[src/rtl/amon_pkg.sv]
// Shared operation encoding for the atomic reservation memory monitor.
// Assumes a 3-bit operation field per requester.
package amon_pkg;
    localparam int OP_W = 3;

    typedef enum logic [OP_W-1:0] {
        OP_READ  = 3'd0,
        OP_WRITE = 3'd1,
        OP_LINK  = 3'd2,
        OP_COND  = 3'd3,
        OP_TAS   = 3'd4
    } amon_op_e;
endpackage

[src/rtl/amon_arbiter.sv]
// Fixed-priority arbiter: grants the lowest-indexed active request.
// Assumes requesters hold their request until granted; output is combinational.
module amon_arbiter #(
    parameter int N_REQ = 3
) (
    input  logic [N_REQ-1:0] req,
    output logic [N_REQ-1:0] gnt,
    output logic             any_gnt
);
    // Purpose: scan from index 0 upward and grant the first active request.
    always_comb begin
        logic found;
        found = 1'b0;
        gnt   = '0;
        for (int i = 0; i < N_REQ; i++) begin
            if (req[i] && !found) begin
                gnt[i] = 1'b1;
                found  = 1'b1;
            end
        end
        any_gnt = found;
    end
endmodule

[src/rtl/amon_store.sv]
// Word-addressed storage array with a combinational read port and one
// synchronous write port. Assumes every word resets to zero.
module amon_store #(
    parameter int ADDR_W = 4,
    parameter int DATA_W = 16
) (
    input  logic              clk,
    input  logic              rst_n,
    input  logic [ADDR_W-1:0] rd_addr,
    output logic [DATA_W-1:0] rd_data,
    input  logic              wr_en,
    input  logic [ADDR_W-1:0] wr_addr,
    input  logic [DATA_W-1:0] wr_data
);
    localparam int DEPTH = 1 << ADDR_W;

    logic [DATA_W-1:0] words [DEPTH];

    // Purpose: clear every word on reset, otherwise commit the selected write.
    always_ff @(posedge clk) begin
        if (!rst_n) begin
            for (int i = 0; i < DEPTH; i++) words[i] <= '0;
        end else if (wr_en) begin
            words[wr_addr] <= wr_data;
        end
    end

    // Purpose: read the addressed word for the request served this cycle.
    assign rd_data = words[rd_addr];
endmodule

[src/rtl/amon_resv_table.sv]
// One reservation (valid flag plus address) per requester. A linked read sets
// the reservation, a conditional write clears it, and any write to a matching
// address clears it for all requesters. Assumes one served request per cycle.
module amon_resv_table
    import amon_pkg::*;
#(
    parameter int N_REQ  = 3,
    parameter int ADDR_W = 4
) (
    input  logic              clk,
    input  logic              rst_n,
    input  logic [N_REQ-1:0]  gnt,
    input  amon_op_e          op,
    input  logic [ADDR_W-1:0] addr,
    input  logic              wr_en,
    output logic              hold_ok,
    output logic [N_REQ-1:0]  resv_valid
);
    logic [ADDR_W-1:0] resv_addr [N_REQ];
    logic [N_REQ-1:0]  match;

    for (genvar g = 0; g < N_REQ; g++) begin : g_slot
        // Purpose: update this requester's reservation from the served request.
        always_ff @(posedge clk) begin
            if (!rst_n) begin
                resv_valid[g] <= 1'b0;
                resv_addr[g]  <= '0;
            end else if (gnt[g] && op == OP_LINK) begin
                resv_valid[g] <= 1'b1;
                resv_addr[g]  <= addr;
            end else if (gnt[g] && op == OP_COND) begin
                resv_valid[g] <= 1'b0;
            end else if (wr_en && resv_addr[g] == addr) begin
                resv_valid[g] <= 1'b0;
            end
        end

        // Purpose: flag a served requester whose live reservation covers addr.
        assign match[g] = gnt[g] && resv_valid[g] && (resv_addr[g] == addr);
    end

    assign hold_ok = |match;
endmodule

[src/rtl/atomic_monitor.sv]
// Top of the atomic reservation memory monitor. It selects one request per
// cycle, performs its read, write and reservation update together, and
// registers a one-cycle response. Assumes requests stay asserted until served.
module atomic_monitor
    import amon_pkg::*;
#(
    parameter int N_REQ  = 3,
    parameter int ADDR_W = 4,
    parameter int DATA_W = 16
) (
    input  logic                     clk,
    input  logic                     rst_n,
    input  logic [N_REQ-1:0]         req_valid,
    input  logic [N_REQ*OP_W-1:0]    req_op,
    input  logic [N_REQ*ADDR_W-1:0]  req_addr,
    input  logic [N_REQ*DATA_W-1:0]  req_wdata,
    output logic [N_REQ-1:0]         rsp_valid,
    output logic [DATA_W-1:0]        rsp_data
);
    logic [N_REQ-1:0]  gnt;
    logic              any_gnt;
    logic [OP_W-1:0]   sel_op_raw;
    amon_op_e          sel_op;
    logic [ADDR_W-1:0] sel_addr;
    logic [DATA_W-1:0] sel_wdata;
    logic [DATA_W-1:0] mem_rdata;
    logic              hold_ok;
    logic [N_REQ-1:0]  resv_valid;
    logic              wr_en;
    logic [DATA_W-1:0] wr_data;
    logic [DATA_W-1:0] result;

    amon_arbiter #(.N_REQ(N_REQ)) u_arb (
        .req     (req_valid),
        .gnt     (gnt),
        .any_gnt (any_gnt)
    );

    // Purpose: route the granted requester's fields onto the shared datapath.
    always_comb begin
        sel_op_raw = '0;
        sel_addr   = '0;
        sel_wdata  = '0;
        for (int i = 0; i < N_REQ; i++) begin
            if (gnt[i]) begin
                sel_op_raw = req_op[i*OP_W +: OP_W];
                sel_addr   = req_addr[i*ADDR_W +: ADDR_W];
                sel_wdata  = req_wdata[i*DATA_W +: DATA_W];
            end
        end
    end

    // Purpose: fold unused operation codes onto a plain read.
    always_comb begin
        case (sel_op_raw)
            3'd1:    sel_op = OP_WRITE;
            3'd2:    sel_op = OP_LINK;
            3'd3:    sel_op = OP_COND;
            3'd4:    sel_op = OP_TAS;
            default: sel_op = OP_READ;
        endcase
    end

    amon_store #(.ADDR_W(ADDR_W), .DATA_W(DATA_W)) u_store (
        .clk     (clk),
        .rst_n   (rst_n),
        .rd_addr (sel_addr),
        .rd_data (mem_rdata),
        .wr_en   (wr_en),
        .wr_addr (sel_addr),
        .wr_data (wr_data)
    );

    amon_resv_table #(.N_REQ(N_REQ), .ADDR_W(ADDR_W)) u_resv (
        .clk        (clk),
        .rst_n      (rst_n),
        .gnt        (gnt),
        .op         (sel_op),
        .addr       (sel_addr),
        .wr_en      (wr_en),
        .hold_ok    (hold_ok),
        .resv_valid (resv_valid)
    );

    // Purpose: decide whether the served request writes, what it writes and what it returns.
    always_comb begin
        wr_en   = 1'b0;
        wr_data = sel_wdata;
        result  = mem_rdata;
        case (sel_op)
            OP_WRITE: begin
                wr_en  = any_gnt;
                result = '0;
            end
            OP_COND: begin
                wr_en  = any_gnt && hold_ok;
                result = DATA_W'(hold_ok);
            end
            OP_TAS: begin
                wr_en   = any_gnt;
                wr_data = DATA_W'(1);
                result  = DATA_W'(mem_rdata == '0);
            end
            default: ;
        endcase
    end

    // Purpose: register the one-cycle response pulse and its data.
    always_ff @(posedge clk) begin
        if (!rst_n) begin
            rsp_valid <= '0;
            rsp_data  <= '0;
        end else begin
            rsp_valid <= gnt;
            rsp_data  <= any_gnt ? result : '0;
        end
    end
endmodule

[config.mk]
export PLATFORM = sky130hd
export DESIGN_NAME = atomic_monitor
export DESIGN_NICKNAME = d
export VERILOG_FILES = /design/src/rtl/amon_pkg.sv /design/src/rtl/amon_arbiter.sv /design/src/rtl/amon_store.sv /design/src/rtl/amon_resv_table.sv /design/src/rtl/atomic_monitor.sv
export SDC_FILE = /design/constraint.sdc
export NUM_CORES = 1
export LEC_CHECK = 0
export BUFFER_PORTS_ARGS = -buffer_cell sky130_fd_sc_hd__buf_2
export CORE_UTILIZATION = 48
export CTS_CLUSTER_DIAMETER = 120
export DETAILED_ROUTE_END_ITERATION = 16
export PLACE_DENSITY = 0.68
export RECOVER_POWER = 50
export SETUP_SLACK_MARGIN = 0.1
export SLEW_MARGIN = 25
export SYNTH_ARGS = -nofsm -noshare
export SYNTH_HDL_FRONTEND = slang
export SYNTH_HIERARCHICAL = 1
export SYNTH_SLANG_ARGS = --single-unit
export TNS_END_PERCENT = 100
[constraint.sdc]
create_clock -name clk -period 18.2 [get_ports clk]
set_input_delay 1.82 -clock clk [delete_from_list [all_inputs] [get_ports clk]]
set_output_delay 1.82 -clock clk [all_outputs]
set_load 0.05 [all_outputs]
==> results.yml, run 1 <==
run_status:
  outcome: "finished, violations left"
  violations: "capacitance limit, slew limit"
setup_path:
  cpMostUsedCell: "clkbuf_1"
  critical_path.max_fanout: 44
  path_class: "in -> reg"
  cp_top_family: "buffers and inverters"
  cp.arrival_ns: 11.36
  cp-end-kind: "register"
  path_buf_inv: 4
  max_stage_delay_ns: 2.70
  slowest_stage: "clkbuf_1"
  critPathLaunchType: "primary input"
  critical_path.cell_chain: "clkbuf_1 -> and2b_1 -> nor2b_1 -> a22oi_1 -> o21ai_4 -> clkbuf_1 -> clkbuf_1 -> nand2_1 -> o21ai_0 -> clkbuf_1"
  required_ns: 18.36
hold_path:
  min_path_type: "reg -> reg"
place:
  placed_area_sq_mm: 0.0147
  dp_hpwl_mm: 21.5
  gp_congestion: 0.873
  io_buffers: 92
clocking:
  clkTransAtPathRegs_ns: 0.07
  cts_num_sinks: 290
  ctsLongestPathBuffers: 3
  clock_latency_ns: 0.56
  htree_levels: 1
  post_cts_resized: 0
  post-cts-setup-buffers: 0
  cts_tree: "done"
  cts_root_buf: "clkbuf_16"
  cts_buffers: 31
  holdBufCountCts: 0
floorplan:
  die_w_microns: 172
  num_rows: 61
  ioPinCount: 93
  core_sq_mm: 0.0281
  die_h_microns: 172
  die-area_sq_mm: 0.0295
  start_util_pct: 49.2
layout:
  final_cell_mix: "268 x edfxtp_1, 206 x and2_1, 72 x buf_2"
  final_common_cell: "edfxtp_1"
  finalNetCount: 1100
  antenna_cells: 0
  stdcell_area_sq_mm: 0.0156
  n_fill_cell: 2340
  drive_gt1_share_pct: 23.2
  synthToLayoutAreaGrowth_pct: 12.7
global_routing:
  grt_overflow: 0
  antenna_found_initial: 1
  grtUsageTotal_pct: 23.2
  grt_first_pass_wirelength_mm: 49.4
  grt_max_degree: 52
  first_global_vias: 8066
sta:
  fmax_ghz: 0.0893
  skew_ns: 0.0200
  slew_violations: 152
  worstMarginPinSlew_ns: 3.69
  finalSetupViolCount: 0
  min_period_ns: 11.20
  post-route-period-util_pct: 61.5
  hold_slack_ns: 0.502
  hold_violations: 0
  rsz0062_at_grt: "no"
  fin_setup_tns_ns: 0
  slew_headroom_pct: -146
synth:
  postSynth.asyncResetShare_pct: 0
  synth_fp_nets: 1014
  ys_types: 52
  synth_ff_type: "edfxtp_1"
  synth-edff-count: 268
  syn_inst: 940
  ys_seq_area_share_pct: 61.4
  avgSynthCellArea_sq_um: 14.7
  ys_warn_count: 6
  ys_ff_latch: 290
  syn_area_sq_mm: 0.0138
drt:
  vias: 8127
  vias_per_cell: 5.69
  wl_mm: 33.0
  drt-initial-drc-count: 702
  antenna_left: 0
  drc: 0
  first_pass_iters: 7
  routedWlPerCell_microns: 23.1
power:
  ir_drop_uv: 77.6
  leakage_nw: 5.40
  power_density_mw_per_mm2: 107
job:
  maxCapViolations: 5
[cells in the mapped netlist (6+ instances only)]
cell	number	area (sq um)
nor3_2	17	170
nor2_2	9	56.3
nand2b_1	6	37.5
edfxtp_1	268	8050
nor3b_2	14	175
mux4_2	64	1440
a21oi_1	7	35.0
and2_1	271	1700
dfxtp_1	22	440
buf_4	7	52.6
clkbuf_1	33	124
buf_2	8	40.0
xor2_1	12	105
a221oi_1	15	131
nor2b_1	20	125
nor2_1	9	33.8
clkbuf_2	13	65.1
o21ai_0	18	90.1
a22oi_1	35	263
nand2_1	25	93.8
[sequential cells by signal, indices dropped and copies added (netlist names)]
name,count
rsp_valid,3
u_store/words,256
u_resv/resv_valid,3
u_resv/resv_addr,12
rsp_data,16
[cell families (layout without fill, tap and decap cells)]
kind of cell,count (synthesis),in the layout,share of synthesized area [%]
mux,64,64,10.4
compound gates,88,88,4.58
buf+inv,75,186,2.69
simple gates,411,411,20.1
flops,290,290,61.4
xor+xnor,12,12,0.760
[per-layer routing]
layer | up-vias | GRT usage (%) | share of wire, %
met5 | - | 0 | 0
met1 | 4116 | 31.2 | 41
met2 | 296 | 38.3 | 49
met4 | 0 | 6.72 | 2.1
li1 | 3668 | - | -
met3 | 47 | 4.19 | 7.5
[per-stage QoR]
step | total power, mW | util (%) | worst slack (ns) | std cells
floorplan | 0.930 | - | 10.73 | 940
global placement | 1.01 | 52.2 | 10.41 | 1371
detailed placement | 1.01 | 52.3 | 10.27 | 1371
CTS | 1.68 | 56.2 | 10.85 | 1429
global route | 1.72 | 55.4 | 5.72 | 1429
finish | 1.66 | 55.4 | 7.00 | 1429
[worst reg2reg max path, delay by kind of cell, from the launching register on]
kind,cells,cell delay (ns)
xor+xnor,1,0.20
compound gates,2,0.50
flops,1,0.38
simple gates,7,3.08
[final timing paths]
path / to / slack, ns / cells after the start / start
max: u_store/words[7][10]$_SDFFCE_PN0P_ / 7.00 / 10 / req_valid[0]
max reg2reg: u_store/words[0][5]$_SDFFCE_PN0P_ / 13.68 / 10 / u_resv/resv_addr[0][0]$_SDFFCE_PN0P_
min reg2reg: u_resv/resv_valid[0]$_SDFFE_PN0P_ / 0.50 / 1 / u_resv/resv_valid[0]$_SDFFE_PN0P_
min: u_resv/resv_valid[0]$_SDFFE_PN0P_ / 0.50 / 1 / u_resv/resv_valid[0]$_SDFFE_PN0P_
[layout make-up]
type / count / area [sq um] / area share, %
sequential: 290 / 8490 / 54.5
multi-input combinational: 575 / 4860 / 31.2
clock buffer: 34 / 787 / 5.05
timing repair buffer: 124 / 638 / 4.10
tap: 378 / 473 / 3.04
clock inverter: 24 / 308 / 1.98
inverter: 4 / 15.0 / 0.0964
[power breakdown]
group | internal [mW] | switching, mW | total (mW)
clock network | 0.411 | 0.261 | 0.672
registers | 0.768 | 0.0121 | 0.780
logic | 0.0745 | 0.138 | 0.213
total | 1.25 | 0.411 | 1.66
Note: power is estimated with default switching activity, not from simulation.
==> run 2: changes to the inputs <==
--- a/config.mk
+++ b/config.mk
@@ -9,7 +9,7 @@
 export CORE_UTILIZATION = 48
 export CTS_CLUSTER_DIAMETER = 120
 export DETAILED_ROUTE_END_ITERATION = 16
-export PLACE_DENSITY = 0.68
+export PLACE_DENSITY = 0.7
 export RECOVER_POWER = 50
 export SETUP_SLACK_MARGIN = 0.1
 export SLEW_MARGIN = 25
==> constraint.sdc (replaced) <==
create_clock -name clk -period 9.8 [get_ports clk]
set_input_delay 0.98 -clock clk [delete_from_list [all_inputs] [get_ports clk]]
set_output_delay 0.98 -clock clk [all_outputs]
set_load 0.05 [all_outputs]
==> results.yml, run 2 (synthesized netlist as in run 1, its figures left out) <==
run_status:
  outcome: "finished, violations left"
  violations: "capacitance limit, slew limit"
place:
  placed_cells: 1369
  io_buffers: 92
  dp_hpwl_mm: 21.4
  gp_congestion: 0.834
hold_path:
  min-delay-start: "u_resv/resv_valid[0]$_SDFFE_PN0P_"
  hold_path_end: "u_resv/resv_valid[0]$_SDFFE_PN0P_"
  min_path_type: "reg -> reg"
  worstHoldPathCells: 1
setup_path:
  critPathLaunchType: "primary input"
  worstReg2RegStart: "u_resv/resv_addr[0][1]$_SDFFCE_PN0P_"
  critical_path.max_fanout: 37
  cp-end-kind: "register"
  cp.arrival_ns: 7.68
  path_class: "in -> reg"
  rr_endpoint: "u_store/words[8][5]$_SDFFCE_PN0P_"
  required_ns: 9.97
  ff2ff_setup_slack_ns: 5.47
  r2r_cells: 10
layout:
  finalNetCount: 1096
  regMostFlops: "u_store/words"
  final_cell_mix: "268 x edfxtp_1, 180 x and2_1, 91 x and2_0"
  largest_reg_flops: 256
  top_regs: "u_store/words: 256 flops, rsp_data: 16 flops, u_resv/resv_addr: 12 flops"
  n_fill_cell: 2340
  final_common_cell: "edfxtp_1"
  synthToLayoutAreaGrowth_pct: 12.2
  drive_gt1_share_pct: 23.0
  multi_input_area_sq_mm: 0.00488
  seq_area_sq_mm: 0.00849
  final_cells: 1422
job:
  maxCapViolations: 2
floorplan:
  die-area_sq_mm: 0.0295
  ioPinCount: 93
  die_w_microns: 172
  num_rows: 61
  start_util_pct: 49.2
  die_h_microns: 172
  core_sq_mm: 0.0281
sta:
  hold_violations: 0
  finalSetupViolCount: 0
  rsz0062_at_grt: "no"
  post-route-period-util_pct: 76.6
  slew_headroom_pct: -30.7
  fin_setup_tns_ns: 0
  min_period_ns: 7.51
  skew_ns: 0.00947
  slew_violations: 72
  fmax_ghz: 0.133
  worstMarginPinSlew_ns: 1.96
drt:
  antenna_left: 0
  routedWlPerCell_microns: 23.3
  vias: 8143
  wl_mm: 33.2
  drt-initial-drc-count: 915
  vias_per_cell: 5.73
  drc: 0
  first_pass_iters: 7
clocking:
  ctsLongestPathBuffers: 3
  holdBufCountCts: 0
  clock_latency_ns: 0.54
  cts_buffers: 29
  htree_levels: 1
  clkTransAtPathRegs_ns: 0.06
  cts_root_buf: "clkbuf_16"
  cts_tree: "done"
  cts_num_sinks: 290
  post_cts_resized: 0
  post-cts-setup-buffers: 0
global_routing:
  grt_first_pass_wirelength_mm: 50.1
  grtUsageTotal_pct: 23.3
  grt_max_degree: 52
  antenna_found_initial: 0
  first_global_vias: 8163
  grt_overflow: 0
power:
  leakage_nw: 5.36
  swShare_pct: 24.2
  ir_drop_uv: 144
  power_density_mw_per_mm2: 194
  p_int_mw: 2.28
  switchingPower_mw: 0.729
  power_frac_seq_pct: 48.1
  clock_power_share_pct: 39.0
  comb_power_share_pct: 12.9
-- run 2: worst max-delay path, stage by stage --
cell and delay [ns]:
clkbuf_1 0.43, and2b_1 0.63, nor2b_1 1.06, a22oi_1 0.24
o21ai_4 0.20, buf_4 0.57, xor2_1 0.15, nor4_1 0.45
nand3_1 0.13, nand3_1 0.14, a211oi_1 0.05, nor3_1 0.14
o21a_1 0.43, nand4b_4 0.23, nor3_1 1.11, nand2b_1 0.71
-- run 2: worst max path at each step --
stage	from	to
after CTS	req_valid[0]	u_store/words[12][14]$_SDFFCE_PN0P_
after floorplan	req_valid[0]	u_store/words[13][0]$_SDFFCE_PN0P_
final	req_valid[0]	u_store/words[8][5]$_SDFFCE_PN0P_
after detailed placement	req_valid[0]	u_store/words[12][9]$_SDFFCE_PN0P_
after global routing	req_valid[0]	u_store/words[8][5]$_SDFFCE_PN0P_
after global placement	req_valid[0]	u_store/words[4][4]$_SDFFCE_PN0P_
-- run 2: through the flow --
stage / setup WS (ns) / total power, mW / hold slack, ns / util [%] / instance area, sq um
detailed placement: 2.65 / 1.87 / 0.495 / 52.2 / 14700
finish: 2.29 / 3.01 / 0.506 / 55.2 / 15500
global route: 1.69 / 3.10 / 0.528 / 55.2 / 15500
CTS: 3.21 / 3.04 / 0.510 / 55.8 / 15700
floorplan: 3.17 / 1.73 / 0.464 / - / 13800
global placement: 2.96 / 1.86 / 0.480 / 52.2 / 14700
-- run 2: layout make-up --
class                           instances  area share [%]
Sequential cell                       290            54.7
Multi-Input combinational cell        575            31.5
Clock buffer                           35            4.82
Timing Repair Buffer                  122            4.15
Tap cell                              378            3.05
Clock inverter                         17            1.65
Inverter                                4          0.0968
Antenna cell                            1          0.0161
-- run 2: routing by layer --
metal | routed length [microns] | global-route usage (%)
met2 | 16400 | 38.7
met4 | 649 | 5.47
met1 | 13900 | 33.0
met5 | 0 | 0
met3 | 2190 | 2.53
-- run 2: power by group through the flow --
stage	clock network (mW)	logic (mW)	registers (mW)
after global routing	1.24	0.410	1.46
after detailed placement	0	0.398	1.47
after global placement	0	0.392	1.47
after floorplan	0	0.235	1.49
final	1.18	0.388	1.45
after CTS	1.19	0.399	1.45
